<file path="src/rtl/whmac_pkg.sv">
package whmac_pkg;
  typedef enum logic {
    OP_MUL = 1'b0,
    OP_MAC = 1'b1
  } whOp_e;

  typedef struct packed {
    logic load;
    logic accumulate;
    logic clearFlag;
  } whStrobe_t;
endpackage

</file>
<file path="src/rtl/whmac_ctrl.sv">
module whmac_ctrl
  import whmac_pkg::*;
(
  input  logic      clk,
  input  logic      rstN,
  input  logic      inValid,
  input  logic      opSel,
  input  logic      stickyClr,
  output whStrobe_t strobes,
  output logic      outValid
);
  always_comb begin
    strobes.load       = inValid;
    strobes.accumulate = inValid && (whOp_e'(opSel) == OP_MAC);
    strobes.clearFlag  = stickyClr;
  end

  always_ff @(posedge clk) begin
    if (!rstN) outValid <= 1'b0;
    else       outValid <= inValid;
  end
endmodule

</file>
<file path="src/rtl/whmac_datapath.sv">
module whmac_datapath
  import whmac_pkg::*;
#(
  parameter int DATA_W = 32,
  parameter int HALF_W = 16
) (
  input  logic              clk,
  input  logic              rstN,
  input  whStrobe_t         strobes,
  input  logic              halfSel,
  input  logic [DATA_W-1:0] opA,
  input  logic [DATA_W-1:0] opB,
  input  logic [DATA_W-1:0] accIn,
  output logic [DATA_W-1:0] result,
  output logic              sticky
);
  localparam int PROD_W = DATA_W + HALF_W;

  logic [HALF_W-1:0] halfOp;
  logic signed [PROD_W-1:0] prodFull;
  logic [DATA_W-1:0] scaled;
  logic [DATA_W-1:0] sum;
  logic [DATA_W-1:0] nextResult;
  logic addOvf;

  generate
    if (DATA_W == 2 * HALF_W) begin : g_pairHalves
      assign halfOp = halfSel ? opB[DATA_W-1:HALF_W] : opB[HALF_W-1:0];
    end else begin : g_edgeHalves
      assign halfOp = halfSel ? opB[DATA_W-1 -: HALF_W] : opB[HALF_W-1:0];
    end
  endgenerate

  always_comb begin
    prodFull   = $signed({{HALF_W{opA[DATA_W-1]}}, opA}) *
                 $signed({{DATA_W{halfOp[HALF_W-1]}}, halfOp});
    scaled     = DATA_W'(prodFull >>> HALF_W);
    sum        = scaled + accIn;
    addOvf     = (scaled[DATA_W-1] == accIn[DATA_W-1]) &&
                 (sum[DATA_W-1] != scaled[DATA_W-1]);
    nextResult = strobes.accumulate ? sum : scaled;
  end

  always_ff @(posedge clk) begin
    if (!rstN) begin
      result <= '0;
      sticky <= 1'b0;
    end else begin
      if (strobes.load) result <= nextResult;
      sticky <= (sticky & ~strobes.clearFlag) | (strobes.accumulate & addOvf);
    end
  end
endmodule

</file>
<file path="src/rtl/whmac_unit.sv">
module whmac_unit
  import whmac_pkg::*;
#(
  parameter int DATA_W = 32,
  parameter int HALF_W = 16
) (
  input  logic              clk,
  input  logic              rstN,
  input  logic              inValid,
  input  logic              opSel,
  input  logic              halfSel,
  input  logic [DATA_W-1:0] opA,
  input  logic [DATA_W-1:0] opB,
  input  logic [DATA_W-1:0] accIn,
  input  logic              stickyClr,
  output logic              outValid,
  output logic [DATA_W-1:0] result,
  output logic              sticky
);
  whStrobe_t strobes;

  whmac_ctrl ctrlI (
    .clk(clk), .rstN(rstN), .inValid(inValid), .opSel(opSel),
    .stickyClr(stickyClr), .strobes(strobes), .outValid(outValid)
  );

  whmac_datapath #(.DATA_W(DATA_W), .HALF_W(HALF_W)) dpI (
    .clk(clk), .rstN(rstN), .strobes(strobes), .halfSel(halfSel),
    .opA(opA), .opB(opB), .accIn(accIn), .result(result), .sticky(sticky)
  );
endmodule

</file>
<file path="config.mk">
export PLATFORM = sky130hd
export DESIGN_NAME = whmac_unit
export DESIGN_NICKNAME = d
export VERILOG_FILES = /design/src/rtl/whmac_pkg.sv /design/src/rtl/whmac_ctrl.sv /design/src/rtl/whmac_datapath.sv /design/src/rtl/whmac_unit.sv
export SDC_FILE = /design/constraint.sdc
export NUM_CORES = 1
export LEC_CHECK = 0
export BUFFER_PORTS_ARGS = -buffer_cell sky130_fd_sc_hd__buf_2
export CORE_MARGIN = 2
export CORE_UTILIZATION = 30
export CTS_CLUSTER_DIAMETER = 50
export CTS_CLUSTER_SIZE = 12
export DETAILED_ROUTE_END_ITERATION = 12
export PLACE_DENSITY = 0.49
export SYNTH_ARGS = -nofsm -noshare
export SYNTH_HDL_FRONTEND = slang
export SYNTH_SLANG_ARGS = --single-unit
</file>
<file path="constraint.sdc">
create_clock -name clk -period 8.9 [get_ports clk]
set_input_delay 0.89 -clock clk [delete_from_list [all_inputs] [get_ports clk]]
set_output_delay 0.89 -clock clk [all_outputs]
set_load 0.03 [all_outputs]
</file>
-- Yosys cells after proc, flatten, opt, wreduce, memory -nomap -nowiden
Cells that the tools add are included.
W data, S select, Z words.
- register bits after elaboration: 34
- bits of input ports: 102
- output and inout port bits: 34
- logic and storage cells: 15
- add/sub/neg operators: 1
- multipliers: 1
- equality and inequality tests: 2
- mux-type cells: 2
- bitwise logic cells: 4
- reductions and logical operators: 2
- operator list (operator ; number):
    $mul A32 B16 Y48 ; 1
    $add A32 B32 Y32 ; 1
    $mux W32 ; 1
    $mux W16 ; 1
    $and A1 B1 Y1 ; 2
    $logic_and A1 B1 Y1 ; 2
    $eq A1 B1 Y1 ; 1
    $ne A1 B1 Y1 ; 1
    $not A1 Y1 ; 1
    $or A1 B1 Y1 ; 1

-- Depth between registers and ports, before layout
Gate-level depths: netlist (run 1).
- word-level depth: 7
- gate-level depth with buffers: 40
- mapped depth without buffers: 37

-- Hierarchy
A second synthesis (run 1) with hierarchy kept.
- cells, all modules: 2423
- area, all modules: 20970.1 um^2
- by module, submodules not included (module ; instances ; cells each ; area an instance (um^2) ; sequential area each (um^2)):
    whmac_datapath ; 1 ; 2418 ; 20922.6 ; 660.6
    whmac_ctrl ; 1 ; 5 ; 47.5 ; 20.0

-- Worst setup path before layout (run 1)
OpenSTA, ideal clock, no wires.
- path type: input to register
- from: input halfSel
- to: register dpI.result[31]
- setup time: 0.086 ns
- arrival time: 9.222 ns
- required time: 8.814 ns
- slack: -0.408 ns
- stages on the path: 36
- buffers on the path: 3
- cells stage by stage: buf_6 clkbuf_1 mux2_2 clkbuf_1 and2_1 fa_1 inv_1 fa_1 fa_1 inv_1 fa_1 fa_1 inv_1 fa_1 inv_1 ha_1 nand4_1 o21bai_1 a21oi_1 o21a_1 a21oi_2 o21a_4 o31ai_2 xnor2_1 ha_1 a21o_1 a211o_1 a221oi_1 o221ai_1 a41oi_2 o41ai_2 a211oi_1 and2_1 o21ai_1 xnor2_1 a211oi_1
- longest elaborated chain between the ends: 4
- ends and longest elaborated chain (item ; line ; text):
    start: declaration ; whmac_unit.sv:11 ; input logic halfSel,
    $mux W16 * ; whmac_datapath.sv:28 ; assign halfOp = halfSel ? opB[DATA_W-1:HALF_W] : opB[HALF_W-1:0];
    $mul A32 B16 Y48 * ; whmac_datapath.sv:35 ; prodFull = $signed({{HALF_W{opA[DATA_W-1]}}, opA}) *
    $add A32 B32 Y32 ; whmac_datapath.sv:38 ; sum = scaled + accIn;
    $mux W32 * ; whmac_datapath.sv:41 ; nextResult = strobes.accumulate ? sum : scaled;
    end signal: assignment ; whmac_datapath.sv:49 ; if (strobes.load) result <= nextResult;
    end: declaration ; whmac_datapath.sv:14 ; output logic [DATA_W-1:0] result,
Mark *: on every way between the ends. The rest lies on a longest branch, timed or not.
A chain may end at the register's enable or synchronous reset.

-- Worst setup path after layout (run 1)
Ends and elaborated chain as after synthesis.

==> results list, run 1 <==
- Util after Layout: 37.3%
* Worst min-delay path category: flip-flop to flip-flop
- Number of library cell types mapped by synthesis: 67
- Measured along the x axis, the die boundary spans approximately 270 um.
- Synthesis produced a netlist whose cell count is 2384.
- During synthesis, Yosys emitted a total of 0 warnings.
- Largest net degree at the start of global routing: 61
- Kind of end point of the critical path: flip-flop
* Die Y-Extent: 266 um
- The post-route netlist has 21.7% of its cells at a drive strength greater than 1.
* Number of cells in the design after placement: 3575
* Number of cells on the worst reg-to-reg path: 3
- The most critical setup path has its endpoint at dpI.result[31].
- The final layout contains routed wiring with a total length of 63900 um.
* Synthesized area per cell: 8.66 um^2
- For the worst setup path, the data required time is between 9 and 10 ns.
* Detailed-route DRC error count: 0
- Area Growth Syn to Fin: 23.5%
- The run finished, with violations left.
- Across the routed clock network, the largest skew measured is 0 ns.
- The kind of cell with the highest combined delay along the critical path is adder cells.
* Summed instance area of the synthesized netlist: 20700 um^2
- Cell type of the slowest stage on the worst timing path: fa_1
- After clock tree synthesis, the clock-pin slew on the worst setup and hold paths is about 0.06 ns.
- The clock drives 34 sinks.
- DP Wirelength: between 50000 and 60000 um
- CTS HTree Levels: 2
- The synthesized design contains 0 enable-type register cells.
- Mean routed wirelength per cell: ~18 um
* Leftover overflow at the end of global routing: 0
* Main flop type after synthesis: dfxtp_1
- Insertion delay to the later sink of the worst-skew pair: 0.29 ns
- Routability-driven placement finished with a final weighted congestion of roughly 0.86.
- Cells taking the most area after synthesis: fa_1, inv_1, ha_1
- Unrepaired setup endpoints after global routing: true
- The worst path uses 101% of the clock period.
- Clock period minus final worst setup slack: between 9 and 10 ns
* Buf+Inv Stages, Crit Path: 7
- TritonCTS Buffers: 5
* Worst Setup Path Type: input port to flip-flop
- The via count of the first global-routing pass is roughly 20000.
- The die covers 71000 um^2.
- Max FO, Critical Path: 7
* Setup-violating endpoint count in the final report: 4
- Portion of synthesized cell area occupied by the leading cell type: 47.1%
- In this run the worst setup path begins at halfSel.
- Post-synth net total: 3114
- Most numerous cell in the Yosys netlist: inv_1
- Headroom to the max-slew limit came out at 34.7%.
- Fraction of registers with async set/reset: 0%
- In this run the remaining antenna-violating nets after routing total 0.
* Number of primary I/O pins: 136
- Startpoint of the lowest-slack register-to-register path: dpI.result[28]
- Cell type with the largest total area after synthesis: fa_1
- Worst path depth: 36
- Std cell rows: 96
* Fmax: 0.111 GHz
* IO buf count: 135
- The commonest cells after synthesis are inv_1, fa_1, nand2_1.
* Final net count: ~3500
- Hold violation count in the final report: 0
- The detailed router finished its first iteration with 587 violations.
* Clock root cell: clkbuf_16
- Via total after detailed routing: 17000
* Max-cap check violation count: 0
- Crit-path most repeated cell: fa_1
- Across every metal layer, demand over resource in global routing totals 18.8%.
- The largest single stage delay on the critical path is 0.56 ns.
* Failing checks: setup timing
- Slack of the worst reg-to-reg path: 8.03 ns
- Synthesis inferred 34 register bits.
* Global-route wire length before repair: 104000 um
* Arrival time of data at the critical path endpoint: ~9.2 ns
- For the pin with the worst max-slew slack, the measured transition is about 0.97 ns.
- Placeable core area: approximately 70000 um^2
- Initial antenna violation count: 1
- Startpoint Class: input port
- The first detailed-routing pass took 5 iterations.
- TritonCTS built the clock tree.
- Number of vias per cell after detailed routing: approximately 4.7
- In the post-route analysis, the smallest setup slack over all paths is -0.121 ns.
* Layout Cells excl Fill: 3617
- Sequential cell area fraction in the yosys report: 3.29%
- Largest buffer count on any clock path: 2
- The endpoint identified for the worst register-to-register timing path is dpI.result[28].
* Effective utilization at floorplan: 30.2%
* Final count of pins violating max slew: 0
[cell families after synthesis]
family	after synthesis	synth area share, %
AND/OR/NAND/NOR	690	15.8
buffers and inverters	680	12.4
adder cells (fa/ha/maj)	628	55.7
AO/OA/AOI/OAI	257	8.41
XOR/XNOR	63	2.74
flip-flops	34	3.29
multiplexers	32	1.64
[layout make-up]
cell class | instances | area (um^2)
multi-input combinational | 1672 | 18200
tap | 882 | 1100
sequential | 34 | 681
clock buffer | 5 | 125
inverter | 580 | 2180
clock inverter | 3 | 40.0
fill | 6999 | 42800
antenna | 1 | 2.50
timing repair buffer | 440 | 3190
[worst min-delay path, delay by kind of cell, from the launching register on]
family          cells  cell delay (ns)
compound gates      1             0.06
flops               1             0.31
simple gates        1             0.07
[flip-flops by register name, indices dropped and copies added, names as in the netlist]
signal / count
dpI.sticky: 1
ctrlI.outValid: 1
dpI.result: 32
[layer usage]
layer | part of all wire [%] | GRT usage, %
met1 | 39 | 21.6
met2 | 54 | 35.7
met3 | 2.3 | 1.09
met4 | 5.0 | 8.46
met5 | 0 | 0
[metrics by stage]
| stage | hold WS (ns) | instance area, um^2 | setup TNS (ns) | setup WS (ns) |
|---|---|---|---|---|
| floorplan | 0.598 | 20800 | 0 | 0.00549 |
| global placement | 0.469 | 24400 | -10.62 | -0.801 |
| detailed placement | 0.476 | 24400 | -13.71 | -0.886 |
| CTS | 0.490 | 25100 | -0.549 | -0.124 |
| global route | 0.503 | 25500 | -3.97 | -0.500 |
| finish | 0.490 | 25500 | -0.285 | -0.121 |
[timing repair]
item,4_1_cts,5_1_grt
pin swaps,42,56
cloned,3,1
buffers inserted,21,10
hold buffers,0,0
setup endpoints to repair,23,23
resized for setup,65,74
[cells in the final DEF (no fill, tap or decap), types with 15 or more instances in the layout]
master and count:
nand2_1 339, nor2_1 63, dfxtp_1 34, xnor2_1 35, buf_2 134, a21oi_1 59, xor2_1 15, o21ai_0 42
mux2i_1 16, nor2b_1 40, a21o_1 33, and2_1 157, nand3_1 15, ha_1 129, fa_1 479, inv_1 573
buf_4 287
[worst min-delay path by stage]
stage                    from        endpoint  slack [ns]  depth (start not counted)
5_1_grt         dpI.result[4]   dpI.result[4]        0.50                          2
2_1_floorplan  dpI.result[17]  dpI.result[17]        0.60                          2
4_1_cts        dpI.result[17]  dpI.result[17]        0.49                          2
3_3_place_gp   dpI.result[17]  dpI.result[17]        0.47                          2
6_report       dpI.result[17]  dpI.result[17]        0.49                          2
3_5_place_dp   dpI.result[17]  dpI.result[17]        0.48                          2
Power of run 1 is left out: the tool's default activity adds up to more than one toggle a clock period on the data nets, which glitch-free logic cannot reach.
==> inputs of run 2 (changes only) <==
--- a/config.mk
+++ b/config.mk
@@ -11,7 +11,9 @@
 export CTS_CLUSTER_DIAMETER = 50
 export CTS_CLUSTER_SIZE = 12
 export DETAILED_ROUTE_END_ITERATION = 12
+export GPL_TIMING_DRIVEN = 0
 export PLACE_DENSITY = 0.49
 export SYNTH_ARGS = -nofsm -noshare
 export SYNTH_HDL_FRONTEND = slang
+export SYNTH_HIERARCHICAL = 1
 export SYNTH_SLANG_ARGS = --single-unit
==> run 2 against run 1 <==
Net effect:
- the flow still finishes with violations (setup timing)
- synthesized area is 1.5% higher
- critical path depth unchanged
- setup slack better by 0.083 ns
- worst hold slack lost 0.0044 ns
==> results list, run 2 <==
- The flow ran to the end, but the final reports show violations.
- The checks that failed: setup timing.
- Number of cells on the worst reg-to-reg path: 4
- The detail route stage leaves a number of antenna-violating nets equal to 0.
* Commonest cells in the synthesized netlist: inv_1, fa_1, nand2_1
- IO buf count: 133
- The cell area that synthesis handed to floorplanning was between 20000 and 25000 um^2.
- Setup-violating endpoint count in the final report: 2
- Largest net degree at the start of global routing: 13
- Clock tree sinks: 34
- Area Growth Syn to Fin: 20.6%
- In the final layout, the share of cells above drive strength 1 is 18.5%.
- The first TritonRoute pass finished after 5 iterations.
- Among all flip-flop cells after synthesis, the most frequent one is dfxtp_1.
- The library cells used most frequently in the layout, excluding fill and tap cells, are inv_1, fa_1, nand2_1.
- STA classifies the critical path endpoint as a flip-flop.
- Post-synth net total: ~3200
* Effective utilization at floorplan: 30.4%
* Final worst clock skew: 0 ns
- Among all stages on the critical path, the largest delay is contributed by fa_1.
- The clock passes through at most 2 buffers.
- Setup repair after global routing could not meet its margin everywhere.
* Final WL: 70000 um
- The biggest area contributor in the post-synthesis netlist is fa_1.
- Clock tree from TritonCTS: built
- Startpoint of the lowest-slack register-to-register path: dpI/result[30]
* Hold_buf cts: 0
- Detailed-route DRC error count: 0
- GRT Resource Usage Total: 20.2%
* Via count of the first global-routing pass: 18700
- Final net count: 3374
- Met1 wire length: 31500 um
- The path with the worst hold slack has its endpoint at dpI/result[2].
- Clock period minus final worst setup slack: 8.94 ns
- Worst slew margin relative to its limit: 47.0%
- The first global-routing pass estimated 111000 um of wire.
- The synthesized netlist contains 86 unique library cells.
* Slack of the worst reg-to-reg path: 8.04 ns
* Std cell rows: 96
- Final count of pins violating max slew: 0
- Summing over every cut layer, the via total after detailed routing is 17000.
* Worst-Margin Slew: a little under 0.8 ns
- Arrival time of data at the critical path endpoint: a little over 9 ns
- Max incr delay on CP: 0.57 ns
- Of all nets on the critical path, the largest fanout is 8.
* Min-Delay Path Depth: 2
- Final Wtd Congestion: about 0.9
- After detailed routing, the average wire length per cell comes to 19.6 um.
* Fmax: 0.112 GHz
- Clock-pin slew was measured on the worst setup and hold paths at ~0.060 ns.
* Cells after Synth: 2423
- DR iter-0 viols: 947
- The largest registers in the layout are dpI/result: 32 flops, ctrlI/outValid: 1 flops, dpI/sticky: 1 flops.
- After layout, the worst path uses 100% of the clock period.
- Startpoint of the tightest hold check path: dpI/result[2]
- Length of routed met2 wiring: between 30000 and 40000 um
- The cell sitting at the root of the clock tree is a clkbuf_16.
* Util after Layout: 36.7%
- Worst min-delay path category: flip-flop to flip-flop
- Die Width: 268 um
- Top layer reached by signal wires: met4
- The HPWL after detailed placement is 58500 um.
- STA puts the critical path data required time at 9.12 ns.
- Met3 routed WL: 3110 um
* Count of state elements after synthesis: 34
* Synthesized area per cell: 8.65 um^2
- Insertion delay to the later sink of the worst-skew pair: between 0.2 and 0.3 ns
- Of all flip-flops after synthesis, the portion carrying an async set or reset was 0%.
- Flip-flop count of the largest register after layout: 32
- CTS HTree Levels: 2
- Syn. warnings: 6
- The region available for standard cell placement spans 68900 um^2.
- Number of primary I/O pins: 136
- Die Y-Extent: 268 um
- The count of final hold-check violations came to 0.
- Cells taking the most area after synthesis: fa_1, inv_1, ha_1
* Minimum setup slack in the final design: -0.0389 ns
- Max-cap check violation count: 0
* Number of vias per cell after detailed routing: 4.75
* Die area: between 70000 and 80000 um^2
- Sequential cell area fraction in the yosys report: 3.25%
* Critical R2R Capture: dpI/result[30]
- Commonest non-fill, non-tap cell in the layout: inv_1
- Count of flip-flops with a built-in enable after synthesis: 0
- Final hold analysis gives a worst-case slack of 0.486 ns.
* Leftover overflow at the end of global routing: 0
- STA classifies the critical path startpoint as an input port.
- Crit-path most repeated cell: fa_1
- Initial antenna violation count: 2
- The worst setup path is of the input port to flip-flop kind.
- Top reg by flops: dpI/result
* Most numerous cell in the Yosys netlist: inv_1
- TritonCTS created 5 clock buffers.
* Portion of synthesized cell area occupied by the leading cell type: 46.4%
[run 2: per-layer routing]
layer,track usage (%),up-vias
li1,-,7704
met1,27.9,8766
met2,34.8,470
met3,1.58,65
met4,3.72,0
met5,0,-
[run 2: kinds of logic after synthesis]
family,count (synthesis),synth area share [%]
AND/OR/NAND/NOR,693,15.9
XOR/XNOR,65,2.82
AO/OA/AOI/OAI,278,8.87
adder cells (fa/ha/maj),628,54.9
buffers and inverters,694,12.7
multiplexers,31,1.56
flip-flops,34,3.25
[run 2: how the worst max path moves through the flow]
stage / startpoint / endpoint / slack, ns / depth (start not counted)
after global routing: halfSel / dpI/result[31] / -0.25 / 35
after floorplan: halfSel / dpI/result[31] / 0.01 / 33
after CTS: halfSel / dpI/result[28] / 0.004 / 35
after detailed placement: halfSel / dpI/result[30] / -2.43 / 32
after global placement: halfSel / dpI/result[30] / -2.52 / 32
final: halfSel / dpI/result[31] / -0.04 / 36
[run 2: critical path: cells and delay by family]
| family | cells | cell delay, ns |
|---|---|---|
| AO/OA/AOI/OAI | 10 | 2.16 |
| buffers and inverters | 10 | 1.12 |
| XOR/XNOR | 2 | 0.28 |
| AND/OR/NAND/NOR | 5 | 0.71 |
| multiplexers | 1 | 0.38 |
| adder cells (fa/ha/maj) | 8 | 3.59 |
[run 2: cell type report]
cell class                      instances  area (um^2)
Tap cell                              931         1160
Antenna cell                            2         5.00
Buffer                                105          926
Timing Repair Buffer                  220         1410
Inverter                              583         2190
Clock inverter                          3         68.8
Multi-Input combinational cell       1695        18700
Clock buffer                            5          125
Fill cell                            7182        43600
Sequential cell                        34          681
[run 2: what timing repair did]
item                       in CTS  in global routing
setup endpoints to repair      30                 16
buffers inserted               75                 11
gates cloned                    2                  0
resized for setup             275                106
pin swaps                      73                 48
[run 2: stage by stage]
stage,instance area (um^2),setup WS [ns],TNS (ns),std cells
final,25300,-0.0389,-0.0758,3578
after global routing,25300,-0.246,-1.44,3576
after CTS,24800,0.00366,0,3569
after detailed placement,22800,-2.43,-50.70,3487
after global placement,22800,-2.52,-52.57,3487
after floorplan,21000,0.0117,0,2423
Power of run 2 is left out for the same reason.
